$ cat src/rtl/gpio_port_pkg.sv
package gpio_port_pkg;

    localparam int ADDR_W = 4;

    typedef enum logic [ADDR_W-1:0] {
        REG_PINS  = 4'd0,
        REG_DOUT  = 4'd1,
        REG_DIR   = 4'd2,
        REG_ASEL  = 4'd3,
        REG_PULL  = 4'd4,
        REG_POL   = 4'd5,
        REG_IEN   = 4'd6,
        REG_FLAG  = 4'd7,
        REG_VEC   = 4'd8
    } reg_addr_e;

endpackage

$ cat src/rtl/gpio_sync.sv
module gpio_sync #(
    parameter int W      = 8,
    parameter int STAGES = 2
) (
    input  logic         clk_i,
    input  logic         rst_ni,
    input  logic [W-1:0] d_i,
    output logic [W-1:0] q_o
);
    logic [W-1:0] chain_q [STAGES];

    generate
        for (genvar s = 0; s < STAGES; s++) begin : g_stage
            if (s == 0) begin : g_first
                always_ff @(posedge clk_i or negedge rst_ni) begin
                    if (!rst_ni) chain_q[s] <= '0;
                    else         chain_q[s] <= d_i;
                end
            end else begin : g_next
                always_ff @(posedge clk_i or negedge rst_ni) begin
                    if (!rst_ni) chain_q[s] <= '0;
                    else         chain_q[s] <= chain_q[s-1];
                end
            end
        end
    endgenerate

    assign q_o = chain_q[STAGES-1];
endmodule

$ cat src/rtl/gpio_flag_bank.sv
module gpio_flag_bank #(
    parameter int W = 8
) (
    input  logic         clk_i,
    input  logic         rst_ni,
    input  logic [W-1:0] sense_i,
    input  logic         sw_we_i,
    input  logic [W-1:0] sw_data_i,
    input  logic [W-1:0] clr_mask_i,
    output logic [W-1:0] set_o,
    output logic [W-1:0] flag_o
);
    logic [W-1:0] sense_q;
    logic [W-1:0] flag_d;

    assign set_o = sense_i & ~sense_q;

    always_comb begin
        flag_d = sw_we_i ? sw_data_i : flag_o;
        flag_d = flag_d & ~clr_mask_i;
        flag_d = flag_d | set_o;
    end

    always_ff @(posedge clk_i or negedge rst_ni) begin
        if (!rst_ni) begin
            sense_q <= '0;
            flag_o  <= '0;
        end else begin
            sense_q <= sense_i;
            flag_o  <= flag_d;
        end
    end

    // a hardware set always lands, whatever the bus did in that cycle
    a_r8_hw_set_wins: assert property (@(posedge clk_i) disable iff (!rst_ni)
        (|set_o) |=> ((flag_o & $past(set_o)) == $past(set_o)));

    // with no bus write and no clear, flags never drop
    a_r6_flags_hold: assert property (@(posedge clk_i) disable iff (!rst_ni)
        (!sw_we_i && clr_mask_i == '0) |=> ((flag_o & $past(flag_o)) == $past(flag_o)));
endmodule

$ cat src/rtl/gpio_prio_vec.sv
module gpio_prio_vec #(
    parameter int W  = 8,
    parameter int DW = 16
) (
    input  logic [W-1:0]  pend_i,
    output logic [W-1:0]  hit_o,
    output logic [DW-1:0] vec_o
);
    always_comb begin
        hit_o = '0;
        vec_o = '0;
        for (int i = W - 1; i >= 0; i--) begin
            if (pend_i[i]) begin
                hit_o = '0;
                hit_o[i] = 1'b1;
                vec_o = DW'(2 * i + 2);
            end
        end
    end
endmodule

$ cat src/rtl/gpio_port.sv
module gpio_port
    import gpio_port_pkg::*;
#(
    parameter int PINS = 8,
    parameter int DW   = 16
) (
    input  logic              clk_i,
    input  logic              rst_ni,
    input  logic              bus_sel_i,
    input  logic              bus_wr_i,
    input  logic [ADDR_W-1:0] bus_addr_i,
    input  logic [DW-1:0]     bus_wdata_i,
    output logic [DW-1:0]     bus_rdata_o,
    input  logic [PINS-1:0]   pin_i,
    input  logic [PINS-1:0]   alt_out_i,
    input  logic [PINS-1:0]   alt_oe_i,
    output logic [PINS-1:0]   pin_o,
    output logic [PINS-1:0]   pin_oe_o,
    output logic [PINS-1:0]   pull_en_o,
    output logic [PINS-1:0]   pull_up_o,
    output logic              irq_o
);
    localparam int SYNC_STAGES = 2;

    reg_addr_e       addr;
    logic            wr_en, rd_en, vec_rd;
    logic [PINS-1:0] dout_q, dir_q, asel_q, pull_q, pol_q, ien_q;
    logic [PINS-1:0] pins_s, sense, set, flag, pend, hit, clr_mask;
    logic [DW-1:0]   vec;

    assign addr   = reg_addr_e'(bus_addr_i);
    assign wr_en  = bus_sel_i & bus_wr_i;
    assign rd_en  = bus_sel_i & ~bus_wr_i;
    assign vec_rd = rd_en && (addr == REG_VEC);

    gpio_sync #(.W(PINS), .STAGES(SYNC_STAGES)) sync_i (
        .clk_i (clk_i),
        .rst_ni(rst_ni),
        .d_i   (pin_i),
        .q_o   (pins_s)
    );

    always_ff @(posedge clk_i or negedge rst_ni) begin
        if (!rst_ni) begin
            dout_q <= '0;
            dir_q  <= '0;
            asel_q <= '0;
            pull_q <= '0;
            pol_q  <= '0;
            ien_q  <= '0;
        end else if (wr_en) begin
            unique case (addr)
                REG_DOUT: dout_q <= bus_wdata_i[PINS-1:0];
                REG_DIR:  dir_q  <= bus_wdata_i[PINS-1:0];
                REG_ASEL: asel_q <= bus_wdata_i[PINS-1:0];
                REG_PULL: pull_q <= bus_wdata_i[PINS-1:0];
                REG_POL:  pol_q  <= bus_wdata_i[PINS-1:0];
                REG_IEN:  ien_q  <= bus_wdata_i[PINS-1:0];
                default:  ;
            endcase
        end
    end

    assign sense    = pol_q ^ pins_s;
    assign clr_mask = vec_rd ? hit : '0;

    gpio_flag_bank #(.W(PINS)) flags_i (
        .clk_i     (clk_i),
        .rst_ni    (rst_ni),
        .sense_i   (sense),
        .sw_we_i   (wr_en && (addr == REG_FLAG)),
        .sw_data_i (bus_wdata_i[PINS-1:0]),
        .clr_mask_i(clr_mask),
        .set_o     (set),
        .flag_o    (flag)
    );

    assign pend = flag & ien_q;

    gpio_prio_vec #(.W(PINS), .DW(DW)) prio_i (
        .pend_i(pend),
        .hit_o (hit),
        .vec_o (vec)
    );

    always_comb begin
        bus_rdata_o = '0;
        unique case (addr)
            REG_PINS: bus_rdata_o[PINS-1:0] = pins_s;
            REG_DOUT: bus_rdata_o[PINS-1:0] = dout_q;
            REG_DIR:  bus_rdata_o[PINS-1:0] = dir_q;
            REG_ASEL: bus_rdata_o[PINS-1:0] = asel_q;
            REG_PULL: bus_rdata_o[PINS-1:0] = pull_q;
            REG_POL:  bus_rdata_o[PINS-1:0] = pol_q;
            REG_IEN:  bus_rdata_o[PINS-1:0] = ien_q;
            REG_FLAG: bus_rdata_o[PINS-1:0] = flag;
            REG_VEC:  bus_rdata_o           = vec;
            default:  bus_rdata_o           = '0;
        endcase
    end

    assign pin_o     = (asel_q & alt_out_i) | (~asel_q & dout_q);
    assign pin_oe_o  = (asel_q & alt_oe_i)  | (~asel_q & dir_q);
    assign pull_en_o = pull_q;
    assign pull_up_o = dout_q;
    assign irq_o     = |pend;

    // a nonzero vector names a pending pin with no lower pending pin
    a_r9_vec_lowest: assert property (@(posedge clk_i) disable iff (!rst_ni)
        (vec != '0) |-> (((pend & hit) != '0) && ((pend & (hit - 1'b1)) == '0)));

    // the reported flag is gone after the vector read unless re-set
    a_r10_read_clears: assert property (@(posedge clk_i) disable iff (!rst_ni)
        (vec_rd && vec != '0) |=> ((flag & $past(hit & ~set)) == '0));

    // a direction write reaches the enables of GPIO-owned pins
    a_r3_dir_write: assert property (@(posedge clk_i) disable iff (!rst_ni)
        (wr_en && addr == REG_DIR && !(wr_en && addr == REG_ASEL))
        |=> ((pin_oe_o & ~asel_q) == ($past(bus_wdata_i[PINS-1:0]) & ~asel_q)));

    // no request without a pending flag
    a_r7_irq_source: assert property (@(posedge clk_i) disable iff (!rst_ni)
        irq_o |-> (vec != '0));
endmodule

$ cat config.mk
export PLATFORM = sky130hd
export DESIGN_NAME = gpio_port
export DESIGN_NICKNAME = d
export VERILOG_FILES = /design/src/rtl/gpio_port_pkg.sv /design/src/rtl/gpio_sync.sv /design/src/rtl/gpio_flag_bank.sv /design/src/rtl/gpio_prio_vec.sv /design/src/rtl/gpio_port.sv
export SDC_FILE = /design/constraint.sdc
export NUM_CORES = 1
export LEC_CHECK = 0
export BUFFER_PORTS_ARGS = -buffer_cell sky130_fd_sc_hd__buf_2
export CORE_MARGIN = 8
export CORE_UTILIZATION = 55
export CTS_BUF_LIST = sky130_fd_sc_hd__clkbuf_4
export DETAILED_ROUTE_END_ITERATION = 16
export GPL_TIMING_DRIVEN = 1
export PLACE_DENSITY = 0.79
export SLEW_MARGIN = 0
export SYNTH_ARGS = -nofsm -noshare
export SYNTH_HDL_FRONTEND = slang
export SYNTH_SLANG_ARGS = --single-unit
$ cat constraint.sdc
create_clock -name clk_i -period 1.65 [get_ports clk_i]
set_clock_uncertainty 0.05 [all_clocks]
set_input_delay 0.0825 -clock clk_i [delete_from_list [all_inputs] [get_ports clk_i]]
set_output_delay 0.0825 -clock clk_i [all_outputs]
set_load 0.01 [all_outputs]
# Yosys cells after proc, flatten, opt, wreduce, memory -nomap -nowiden
# Index checks and enable logic that the tools add are counted.
# word_totals
register_bits,80
# classes
reduce_logical,10
muxes,20
bitwise,17
eq_ne,8
# op_table
op,count
8-bit 2-to-1 mux,11
8-bit case mux with 9 select lines,1
8-bit bitwise AND,7
5-bit 2-to-1 mux,8
8-bit NOT,3
8-bit OR,3
4-bit by 3-bit equality test with 1-bit output (second input constant),4
2-bit AND reduction,6
4-bit by 2-bit equality test with 1-bit output (second input constant),2
8-bit OR reduction,1
8-bit XOR,1
4-bit by 1-bit equality test with 1-bit output (second input constant),1
4-bit equality test (second input constant),1
4-bit logical NOT,1
1-bit bitwise AND,2
1-bit logical AND,2
1-bit NOT,1

# Depth between registers and ports, before layout
# depth
depth_word,13
depth_mapped,7
depth_no_buf,4

# Hierarchy
# Synthesis repeated with hierarchy kept, for this count alone.
# unflattened
hier_cells,362
area_unflattened_um2,4334.2
# modules_own_cells
mod,area_per_inst_um2,cells_each,instances
gpio_port,3030.4,260,1
gpio_flag_bank,601.8,41,1
gpio_sync,460.4,24,1
gpio_prio_vec,241.5,37,1

# Least setup slack after synthesis
# Ideal clock, no wire load.
# synth_path
path_kind,reg2out
start,register ien_q[4]
end,output port bus_rdata_o[4]
slack_ps,169
required_ps,1517
stages_incl_launch_ff,5
arrival_ps,1349
path_buffers,0
cell_sequence,dfrtp_1 a22o_1 nand2b_1 o41ai_1 o31a_1
# synth_between
elab_chain_cells,7
# synth_lines
item,line,source
from (decl),gpio_port.sv:27,"logic [PINS-1:0] dout_q, dir_q, asel_q, pull_q, pol_q, ien_q;"
from (signal assigned),gpio_port.sv:58,REG_IEN: ien_q <= bus_wdata_i[PINS-1:0];
8-bit bitwise AND,gpio_port.sv:78,assign pend = flag & ien_q;
5-bit 2-to-1 mux (5 in a row),gpio_prio_vec.sv:13,if (pend_i[i]) begin
8-bit case mux with 9 select lines *,gpio_port.sv:88,unique case (addr)
to (decl),gpio_port.sv:13,"output logic [DW-1:0] bus_rdata_o,"
# Mark *: on every way between the ends. The rest lies on a longest branch, timed or not.

# Worst setup path after layout
# layout_path
start,"register dout_q[3], in the netlist pull_up_o[3]"
end,output port bus_rdata_o[3]
# layout_between
elab_chain_cells,1
# layout_lines
item,line,source
from (decl),gpio_port.sv:27,
from (signal assigned),gpio_port.sv:53,REG_DOUT: dout_q <= bus_wdata_i[PINS-1:0];
8-bit case mux with 9 select lines,gpio_port.sv:88,
# No other way between the ends.

==> impl_metrics.ini <==
[power]
power.switching_w = 0.00163
p_leak_nw = 2.50
switching_share = 0.301
pwr-share-seq = 0.465
vdd.ir_drop.worst_v = 0.000636
intPower_w = 0.00379
clkPwrFrac = 0.238
totalPowerFinal_w = 0.00542
p_per_area_mw_per_mm2 = 1030
combPwrFrac = 0.297

[layout]
multi_input_area_mm2 = 0.00193
area_growth_pct = 34.0
fill_cells = 492
final_common_cell = dfrtp_1
antenna_cells = 0
layout-drive-gt1-share = 0.531
fin_util = 0.744
nNetsFinal = 506
fin_area_mm2 = 0.00528
final_cell_mix = 80 x dfrtp_1, 78 x buf_2, 57 x mux2_2
ff_latch_area_mm2 = 0.00200

[drt]
wl_um = 10800
drc = 0
viasPerCell = 5.68
firstDrtPassIters = 4
drt_first_iter_violations = 177
num_vias = 3191
final_antenna_net_count = 0
routedWlPerCell_um = 19.1

[yosys]
ys_ff_latch = 80
async_flop_share = 1.00
ys.flop_type = dfrtp_1
synth.top_cell.area_share = 0.508
syn_inst = 304
synth.avg_cell_area_um2 = 13.0
synth_warnings = 0
synth_cell_type_count = 46
synthTopCellsByArea = dfrtp_1 51%, mux2_2 17%, mux2i_1 3.6%
syn_area_mm2 = 0.00394
synth_edf_count = 0
yosysTopAreaCell = dfrtp_1
yosysSeqAreaShare = 0.508

[clocking]
cts_buffer_depth = 2
cts_tree = done
cts-root-buf = clkbuf_4
clock-sinks = 80
htree_levels = 3
numCtsBuffers = 9
clk-insertion-delay-late_ps = 420
clkSlewWorstSetupHoldPaths_ps = 130

[worst_setup_path]
cp_cell_sequence = mux2_2 > a221o_1 > a221oi_2 > a21oi_1 > buf_2
cpPeakStageDelay_ps = 410
endpoint = bus_rdata_o[3]
worst-path-stages = 5
r2r-end = flags_i.flag_o[3]
worst-path-buf-inv = 1
cp.arrival_ps = 1890
worst_ep_required_time_ps = 1520
r2r_start = ien_q[2]
crit_start = pull_up_o[3]
cp_top_family = compound AO/OA/AOI/OAI gates
cp-start-kind = flip-flop
rrSetupSlack_ps = -110
ff2ff_path_depth = 6
crit_fanout = 2
endpoint_kind = output port
slowest_stage = dfrtp_1
path_class = reg2out

[global_routing]
antenna_found_initial = 0
grt_pass1_vias = 3406
grt_max_degree = 37
track_usage = 0.219
grt-ovfl-total = 0
grt_pass1_wl_um = 17100

[placed_design]
placed_area_mm2 = 0.00478
dp_hpwl_um = 7740
gp_congestion = 0.955
io_buffer_count = 80

[timing]
finalCriticalPeriod_ps = 2020
finalHoldViolations = 0
max_freq_ghz = 0.495
setup_violations = 11
slew_viol_final = 0
fin_crit_sh = 1.22
rsz0062_at_grt = true
fin_ws_ps = -369

[die]
design.portCount = 97
core_area_mm2 = 0.00710
start_util = 0.555
die-area_mm2 = 0.0101
die_h_um = 101
die_x_um = 101
num_rows = 31

[hold_path]
worst_hold_path_type = in2async

[job]
max_cap_violations = 0

[status]
outcome = finished with violations
violations = negative setup slack
==> metrics by stage <==
step	hold WS, ps	TNS [ps]	setup slack (ps)	cells
after floorplan	-263	0	169	311
after global placement	19.1	0	38.1	522
after detailed placement	18.0	0	11.9	522
after CTS	84.8	-2080	-372	559
after global routing	130	-3460	-446	562
final	84.8	-2420	-369	562
==> cells in the mapped netlist, types with 3 or more instances <==
cell type,instances
nand2b_1,11
xor2_1,8
a22o_1,4
nand3_1,5
nor2_1,10
o21ai_0,13
mux4_2,6
mux2_4,8
a32oi_1,9
mux2i_1,14
buf_2,5
nor2b_1,3
a21oi_1,4
dfrtp_1,80
mux2_2,58
nor3_1,4
nand2_1,15
buf_4,12
==> layer usage <==
| metal | vias up | part of all wire | global-route usage |
|---|---|---|---|
| li1 | 1435 | - | - |
| met1 | 1593 | 0.41 | 0.273 |
| met2 | 142 | 0.48 | 0.353 |
| met3 | 21 | 0.092 | 0.0490 |
| met4 | 0 | 0.023 | 0.105 |
| met5 | - | 0 | 0 |
==> cell type report <==
class,count,share of cell area
Inverter,1,0.000710
Sequential cell,80,0.379
Clock inverter,6,0.0159
Tap cell,99,0.0234
Timing Repair Buffer,154,0.201
Multi-Input combinational cell,212,0.366
Clock buffer,10,0.0142
==> repair_timing <==
item	CTS	global route
pin swaps	8	18
resized for setup	17	16
endpoints found under the setup margin	8	12
endpoints found under the hold margin	139	0
setup buffers	4	4
hold buffers	17	0
==> registers in the layout (all words and copies together) (netlist names) <==
signal and cells:
pull_en_o 8, sync_i.chain_q 8, pol_q 8, flags_i.flag_o 8, flags_i.sense_q 8, asel_q 8
dir_q 8, sync_i.q_o 8, pull_up_o 8, ien_q 8
==> worst reg2reg max path: stages (launching register included) <==
cell      delay, ps
dfrtp_1         450
a222oi_1        450
buf_4           180
nand4_1         180
buf_4           220
nor2_4           80
o21ai_1          60
==> cells by family after synthesis <==
logic type	synth area share
muxes	0.269
DFF	0.508
and+or+nand+nor	0.0933
AOI/OAI and AO/OA	0.0803
buffers and inverters	0.0311
xor gates and xnor gates	0.0178
other	0.000951
==> power by group through the flow <==
| stage | Clock (W) | Combinational [W] | Sequential, W |
|---|---|---|---|
| floorplan | 0 | 0.000818 | 0.00253 |
| global placement | 0 | 0.00139 | 0.00253 |
| detailed placement | 0 | 0.00143 | 0.00255 |
| CTS | 0.00132 | 0.00155 | 0.00251 |
| global route | 0.00140 | 0.00174 | 0.00256 |
| finish | 0.00129 | 0.00161 | 0.00252 |
==> worst min path at each step <==
stage | from | to | slack (ps) | cells past startpoint
floorplan | rst_ni | asel_q[0] | -260 | 0
global placement | rst_ni | asel_q[4] | 20 | 1
detailed placement | rst_ni | pull_up_o[4] | 20 | 1
CTS | rst_ni | flags_i.sense_q[4] | 80 | 2
global route | rst_ni | sync_i.chain_q[12] | 130 | 2
finish | rst_ni | pull_up_o[4] | 80 | 2
Power figures use the tool's default switching activity.
